--- src/rtl/pofifo_pkg.sv ---
package pofifo_pkg;
  typedef enum logic {
    KIND_DUMMY = 1'b0,
    KIND_REAL  = 1'b1
  } word_kind_e;
endpackage

--- src/rtl/pofifo_data_buf.sv ---
module pofifo_data_buf #(
  parameter int DATA_W = 16,
  parameter int DEPTH  = 8
) (
  input  logic                         clk_i,
  input  logic                         rst_ni,
  input  logic                         push_i,
  input  logic [DATA_W-1:0]            push_data_i,
  input  logic                         pop_i,
  output logic [DATA_W-1:0]            head_o,
  output logic                         empty_o,
  output logic                         full_o,
  output logic [$clog2(DEPTH+1)-1:0]   occ_o
);
  localparam int IDX_W = $clog2(DEPTH);
  localparam int OCC_W = $clog2(DEPTH+1);
  localparam logic [OCC_W-1:0] DEPTH_C = OCC_W'(DEPTH);

  logic [DATA_W-1:0] mem_q [DEPTH];
  logic [IDX_W-1:0]  wr_q, rd_q;
  logic [OCC_W-1:0]  occ_q;
  logic              push_ok, pop_ok;

  function automatic logic [IDX_W-1:0] nxt(input logic [IDX_W-1:0] i);
    return (i == IDX_W'(DEPTH-1)) ? '0 : i + IDX_W'(1);
  endfunction

  assign full_o  = (occ_q == DEPTH_C);
  assign empty_o = (occ_q == '0);
  assign occ_o   = occ_q;
  assign head_o  = mem_q[rd_q];
  assign push_ok = push_i && !full_o;  // full: push dropped
  assign pop_ok  = pop_i && !empty_o;

  always_ff @(posedge clk_i) begin
    if (push_ok) mem_q[wr_q] <= push_data_i;
  end

  always_ff @(posedge clk_i or negedge rst_ni) begin
    if (!rst_ni) begin
      wr_q  <= '0;
      rd_q  <= '0;
      occ_q <= '0;
    end else begin
      if (push_ok) wr_q <= nxt(wr_q);
      if (pop_ok)  rd_q <= nxt(rd_q);
      case ({push_ok, pop_ok})
        2'b10:   occ_q <= occ_q + OCC_W'(1);
        2'b01:   occ_q <= occ_q - OCC_W'(1);
        default: occ_q <= occ_q;
      endcase
    end
  end

  a_r7_no_overflow: assert property (@(posedge clk_i) disable iff (!rst_ni)
    occ_q <= DEPTH_C);
  a_r7_full_drop: assert property (@(posedge clk_i) disable iff (!rst_ni)
    (full_o && push_i && !pop_i) |=> $stable(occ_q));
  a_r8_occ_step: assert property (@(posedge clk_i) disable iff (!rst_ni)
    1'b1 |=> (occ_q == $past(occ_q) || occ_q == $past(occ_q) + OCC_W'(1) ||
              occ_q + OCC_W'(1) == $past(occ_q)));
endmodule

--- src/rtl/pofifo_req_queue.sv ---
module pofifo_req_queue #(
  parameter int Z_W   = 4,
  parameter int SLOTS = 4,
  parameter int DELAY = 5
) (
  input  logic           clk_i,
  input  logic           rst_ni,
  input  logic           acc_i,
  input  logic [Z_W-1:0] size_i,
  input  logic           pop_i,
  output logic           ready_o,
  output logic           head_due_o,
  output logic [Z_W-1:0] head_size_o
);
  localparam int IDX_W = $clog2(SLOTS);
  localparam int CNT_W = $clog2(SLOTS+1);
  localparam int CD_W  = $clog2(DELAY+1);
  localparam logic [CNT_W-1:0] SLOTS_C = CNT_W'(SLOTS);

  logic [Z_W-1:0]   size_q [SLOTS];
  logic [CD_W-1:0]  cd_q   [SLOTS];
  logic [IDX_W-1:0] wr_q, rd_q;
  logic [CNT_W-1:0] cnt_q;
  logic             take, drop;

  function automatic logic [IDX_W-1:0] nxt(input logic [IDX_W-1:0] i);
    return (i == IDX_W'(SLOTS-1)) ? '0 : i + IDX_W'(1);
  endfunction

  assign ready_o     = (cnt_q != SLOTS_C);
  assign take        = acc_i && ready_o && (size_i != '0);  // size 0 ignored
  assign drop        = pop_i && (cnt_q != '0);
  assign head_due_o  = (cnt_q != '0) && (cd_q[rd_q] == '0);
  assign head_size_o = size_q[rd_q];

  // one delay counter per slot, started when the slot is written
  for (genvar g = 0; g < SLOTS; g++) begin : g_slot
    always_ff @(posedge clk_i or negedge rst_ni) begin
      if (!rst_ni) begin
        cd_q[g]   <= '0;
        size_q[g] <= '0;
      end else if (take && wr_q == IDX_W'(g)) begin
        cd_q[g]   <= CD_W'(DELAY-1);
        size_q[g] <= size_i;
      end else if (cd_q[g] != '0) begin
        cd_q[g]   <= cd_q[g] - CD_W'(1);
      end
    end
  end

  always_ff @(posedge clk_i or negedge rst_ni) begin
    if (!rst_ni) begin
      wr_q  <= '0;
      rd_q  <= '0;
      cnt_q <= '0;
    end else begin
      if (take) wr_q <= nxt(wr_q);
      if (drop) rd_q <= nxt(rd_q);
      case ({take, drop})
        2'b10:   cnt_q <= cnt_q + CNT_W'(1);
        2'b01:   cnt_q <= cnt_q - CNT_W'(1);
        default: cnt_q <= cnt_q;
      endcase
    end
  end

  a_r11_full_refuse: assert property (@(posedge clk_i) disable iff (!rst_ni)
    (cnt_q == SLOTS_C && !pop_i) |=> cnt_q == SLOTS_C);
  a_r10_zero_ignored: assert property (@(posedge clk_i) disable iff (!rst_ni)
    (acc_i && size_i == '0 && !pop_i) |=> $stable(cnt_q));
endmodule

--- src/rtl/pofifo_pacer.sv ---
module pofifo_pacer #(
  parameter int Z_W    = 4,
  parameter int PERIOD = 3
) (
  input  logic           clk_i,
  input  logic           rst_ni,
  input  logic           head_due_i,
  input  logic [Z_W-1:0] head_size_i,
  output logic           start_o,
  output logic           emit_o
);
  localparam int PACE_W = $clog2(PERIOD+1);

  logic [Z_W-1:0]    rem_q;
  logic [PACE_W-1:0] pace_q;
  logic              idle, cont;

  assign idle    = (rem_q == '0) && (pace_q == '0);
  assign start_o = idle && head_due_i;
  assign cont    = (pace_q == '0) && (rem_q != '0);
  assign emit_o  = start_o || cont;

  always_ff @(posedge clk_i or negedge rst_ni) begin
    if (!rst_ni) begin
      rem_q  <= '0;
      pace_q <= '0;
    end else if (start_o) begin
      rem_q  <= head_size_i - Z_W'(1);
      pace_q <= PACE_W'(PERIOD-1);
    end else if (cont) begin
      rem_q  <= rem_q - Z_W'(1);
      pace_q <= PACE_W'(PERIOD-1);
    end else if (pace_q != '0) begin
      pace_q <= pace_q - PACE_W'(1);
    end
  end

  if (PERIOD > 1) begin : g_gap_chk
    a_r4_gap: assert property (@(posedge clk_i) disable iff (!rst_ni)
      emit_o |=> !emit_o);
  end
endmodule

--- src/rtl/paced_out_fifo.sv ---
module paced_out_fifo
  import pofifo_pkg::*;
#(
  parameter int              DATA_W     = 16,
  parameter int              DEPTH      = 8,
  parameter int              Z_W        = 4,
  parameter int              REQ_SLOTS  = 4,
  parameter int              DELAY      = 5,
  parameter int              PERIOD     = 3,
  parameter logic [DATA_W-1:0] DUMMY_WORD = '0
) (
  input  logic                        clk_i,
  input  logic                        rst_ni,
  input  logic                        push_valid_i,
  input  logic [DATA_W-1:0]           push_data_i,
  output logic                        full_o,
  output logic [$clog2(DEPTH+1)-1:0]  occ_o,
  input  logic                        req_valid_i,
  input  logic [Z_W-1:0]              req_size_i,
  output logic                        req_ready_o,
  output logic                        out_valid_o,
  output logic [DATA_W-1:0]           out_data_o,
  output logic                        out_real_o
);
  logic              emit, start, head_due, buf_empty;
  logic [Z_W-1:0]    head_size;
  logic [DATA_W-1:0] buf_head;
  logic              valid_q;
  logic [DATA_W-1:0] data_q;
  word_kind_e        kind_q;

  pofifo_data_buf #(.DATA_W(DATA_W), .DEPTH(DEPTH)) u_buf (
    .clk_i, .rst_ni,
    .push_i(push_valid_i), .push_data_i,
    .pop_i(emit), .head_o(buf_head), .empty_o(buf_empty),
    .full_o, .occ_o
  );

  pofifo_req_queue #(.Z_W(Z_W), .SLOTS(REQ_SLOTS), .DELAY(DELAY)) u_rq (
    .clk_i, .rst_ni,
    .acc_i(req_valid_i), .size_i(req_size_i), .pop_i(start),
    .ready_o(req_ready_o), .head_due_o(head_due), .head_size_o(head_size)
  );

  pofifo_pacer #(.Z_W(Z_W), .PERIOD(PERIOD)) u_pace (
    .clk_i, .rst_ni,
    .head_due_i(head_due), .head_size_i(head_size),
    .start_o(start), .emit_o(emit)
  );

  always_ff @(posedge clk_i or negedge rst_ni) begin
    if (!rst_ni) begin
      valid_q <= 1'b0;
      data_q  <= '0;
      kind_q  <= KIND_DUMMY;
    end else begin
      valid_q <= emit;
      if (emit && !buf_empty) begin
        data_q <= buf_head;
        kind_q <= KIND_REAL;
      end else begin
        data_q <= DUMMY_WORD;  // dummy also when idle
        kind_q <= KIND_DUMMY;
      end
    end
  end

  assign out_valid_o = valid_q;
  assign out_data_o  = data_q;
  assign out_real_o  = (kind_q == KIND_REAL);

  a_r5_dummy_word: assert property (@(posedge clk_i) disable iff (!rst_ni)
    (out_valid_o && !out_real_o) |-> out_data_o == DUMMY_WORD);
  a_r6_real_needs_data: assert property (@(posedge clk_i) disable iff (!rst_ni)
    (emit && buf_empty) |=> !out_real_o);
endmodule

--- config.mk ---
export PLATFORM = sky130hd
export DESIGN_NAME = paced_out_fifo
export DESIGN_NICKNAME = d
export VERILOG_FILES = /design/src/rtl/pofifo_pkg.sv /design/src/rtl/pofifo_data_buf.sv /design/src/rtl/pofifo_req_queue.sv /design/src/rtl/pofifo_pacer.sv /design/src/rtl/paced_out_fifo.sv
export SDC_FILE = /design/constraint.sdc
export NUM_CORES = 1
export LEC_CHECK = 0
export BUFFER_PORTS_ARGS = -buffer_cell sky130_fd_sc_hd__buf_2
export CAP_MARGIN = 30
export CORE_MARGIN = 4
export CORE_UTILIZATION = 60
export CTS_BUF_LIST = sky130_fd_sc_hd__clkbuf_4 sky130_fd_sc_hd__clkbuf_8 sky130_fd_sc_hd__clkbuf_16
export DETAILED_ROUTE_END_ITERATION = 6
export PLACE_DENSITY = 0.84
export SLEW_MARGIN = 30
export SYNTH_ARGS = -nofsm -noshare
export SYNTH_HDL_FRONTEND = slang
export SYNTH_SLANG_ARGS = --single-unit
--- constraint.sdc ---
create_clock -name clk_i -period 3.9 [get_ports clk_i]
set_input_delay 0.585 -clock clk_i [delete_from_list [all_inputs] [get_ports clk_i]]
set_output_delay 0.585 -clock clk_i [all_outputs]
set_load 0.01 [all_outputs]
==> qor.csv <==
metric,value,unit
status,finished clean,
io_pins,48,
slew_headroom,0.425,
track_usage,0.223,
cts_setup_buffers,0,
grt_pass1_vias,5017,
cts-root-buf,clkbuf_16,
path_clk_slew,0.07,ns
hold_viol,0,
viasPerCell,6.12,
critical_path_class,reg2reg,
wl_per_cell,21.6,µm
async_reset_ff_frac,0.350,
worst_slew_pin_slew,0.862,ns
ys_warn_count,0,
drc,0,
seq_area_frac_synth,0.677,
wl,16100,µm
worst_setup_path_end_kind,flop,
p_per_area,780,nW/µm²
portBuffers,47,
place_congestion,0.804,
synth_edf_count,128,
syn_avg_cell_area,16.6,µm²
vias,4539,
yosysTopAreaCell,edfxtp_1,
final_max_slew_viol_count,0,
ys.flop_type,edfxtp_1,
dr.pass1.iters,5,
first_iter_violations,344,
grt_start_max_net_pins,38,
peakVddDrop,0.411,mV
cts.repair.resized,0,
drive_above_1_share,0.283,
cts_tree,done,
finClkSkew,0.0110,ns
fillers,848,
finalCritPeriodShare,0.809,
hp-class,in2async,
hpwl,9790,µm
fp-row-count,42,
postLayoutCellArea,9280,µm²
ant_nets,0,
cp.required,4.20,ns
antenna_found_initial,0,
clock_latency,0.43,ns
core_area,13300,µm²
final_nets,601,
crit_path_start_kind,flop,
clock.fmax,317,MHz
grt_pass1_wl,26800,µm
hold_buffers,0,
start_util,0.616,
cp_max_fo,11,
dp_slack,0.901,ns
fin_cells,742,
yosysTopAreaCellShare,0.467,
netlist_instances,496,
clock_path_buffers,2,
cp.arrival,3.46,ns
ys_ff_latch,197,
dpl_cell_area,8700,µm²
rsz0062_at_grt,no,
synth_cell_types,49,
dpl.cell_count,709,
grt-ovfl-total,0,
fin_ws,0.743,ns
die_area,15600,µm²
n_antenna_cell,0,
die_h,125,µm
layout_min_cycle_time,3.16,ns
die_w,125,µm
syn-num-nets,544,
ys_top_cells_by_area,"edfxtp_1, dfrtp_1, mux4_2",
leakage,0.00353,µW
cts_made_buffers,17,
h-tree-depth,4,
syn_area,8230,µm²
maxCapViolCount,0,
syn_to_final_growth,12.9,%
clkSinkCount,197,
tns,0,ns
finalSetupViolations,0,
## metrics by stage
step | power (µW) | hold slack [ns] | util
floorplan | 4890 | 0.289 | -
global placement | 5440 | 0.473 | 0.652
finish | 7240 | 0.138 | 0.695
CTS | 7280 | 0.316 | 0.694
global route | 7700 | 0.169 | 0.695
detailed placement | 5590 | 0.493 | 0.652
## cell families after synthesis
family          count (synthesis)  share of synthesized area
buf+inv                        44                     0.0221
flops                         197                      0.677
simple gates                   98                     0.0613
fa+ha+maj                      24                     0.0374
compound gates                 45                     0.0388
mux                            77                      0.152
xor+xnor                       11                     0.0117
## cell usage after synthesis, drive strengths merged, types with 3 or more instances
master / count
edfxtp: 128
dfrtp: 69
mux4: 36
nor3: 25
ha: 23
mux2i: 21
inv: 20
mux2: 20
nor2: 19
nand2: 17
clkbuf: 15
a21oi: 12
nand2b: 10
buf: 8
o21ai: 7
xnor2: 6
nand3: 5
xor2: 5
a221oi: 4
nor4: 4
a22oi: 3
nor2b: 3
nor4b: 3
o211ai: 3
o41ai: 3
or2: 3
## sequential cells by signal, indices dropped and copies added, names as in the netlist
signal         cells
u_buf.mem_q      128
out_data_o        16
u_rq.size_q       16
u_rq.cd_q         12
u_buf.occ_o        4
u_pace.rem_q       4
u_buf.rd_q         3
u_buf.wr_q         3
u_rq.cnt_q         3
u_pace.pace_q      2
u_rq.rd_q          2
u_rq.wr_q          2
out_real_o         1
out_valid_o        1
## critical path: stages, from the launching register on
cell,delay (ns)
dfrtp_1,0.63
nor4b_1,0.52
o32a_1,0.42
a21oi_2,0.11
nor2_1,0.24
ha_1,0.29
xor2_1,0.11
ha_1,0.20
a21oi_1,0.14
xor2_1,0.17
nor2_1,0.07
xor2_1,0.14
## layer usage
layer	global-route usage	vias up	routed length, µm
met4	0.0689	0	263
met3	0.0469	26	789
met2	0.398	138	8800
met1	0.276	2352	6220
met5	0	-	0
li1	-	2023	-
## where the power goes
group / leakage [µW] / internal, µW / switching [µW]
Clock: 0.000274 / 912 / 728
Sequential: 0.00201 / 2790 / 446
Combinational: 0.00124 / 1150 / 1210
## layout by cell type, fill, tap and decap left out, types with 4 or more instances in the layout
cell type and count:
ha_1 23, clkbuf_16 17, nand2_1 17, mux2i_1 21, o21ai_0 7, xnor2_1 6, clkbuf_4 4, inv_1 20
xor2_1 5, mux4_2 36, buf_4 14, nand2b_1 10, inv_6 4, dfrtp_1 68, nor2_1 19, buf_2 46
a221oi_1 4, mux2_2 20, nor3_1 22, nand3_1 5, edfxtp_1 128, a21oi_1 11
## final timing paths
kind | end | depth (start not counted) | start | slack (ns)
hold / removal | u_rq.wr_q[0] | 1 | rst_ni | 0.14
hold reg to reg | u_rq.size_q[8] | 1 | u_rq.size_q[8] | 0.51
setup reg to reg | u_buf.occ_o[2] | 11 | u_rq.rd_q[0] | 0.74
max in group asynchronous | u_pace.rem_q[3] | 2 | rst_ni | 2.93
min in group clk_i | u_buf.mem_q[1][9] | 1 | push_data_i[9] | 0.43
setup / recovery | u_buf.occ_o[2] | 11 | u_rq.rd_q[0] | 0.74
## area by class of cell
| class | count | area [µm²] | area share |
|---|---|---|---|
| Timing Repair Buffer | 61 | 347 | 0.0373 |
| Clock inverter | 11 | 103 | 0.0111 |
| Sequential cell | 197 | 5570 | 0.600 |
| Inverter | 21 | 78.8 | 0.00849 |
| Tap cell | 176 | 220 | 0.0237 |
| Multi-Input combinational cell | 255 | 2510 | 0.270 |
| Clock buffer | 21 | 455 | 0.0491 |
Power figures use the tool's default switching activity.
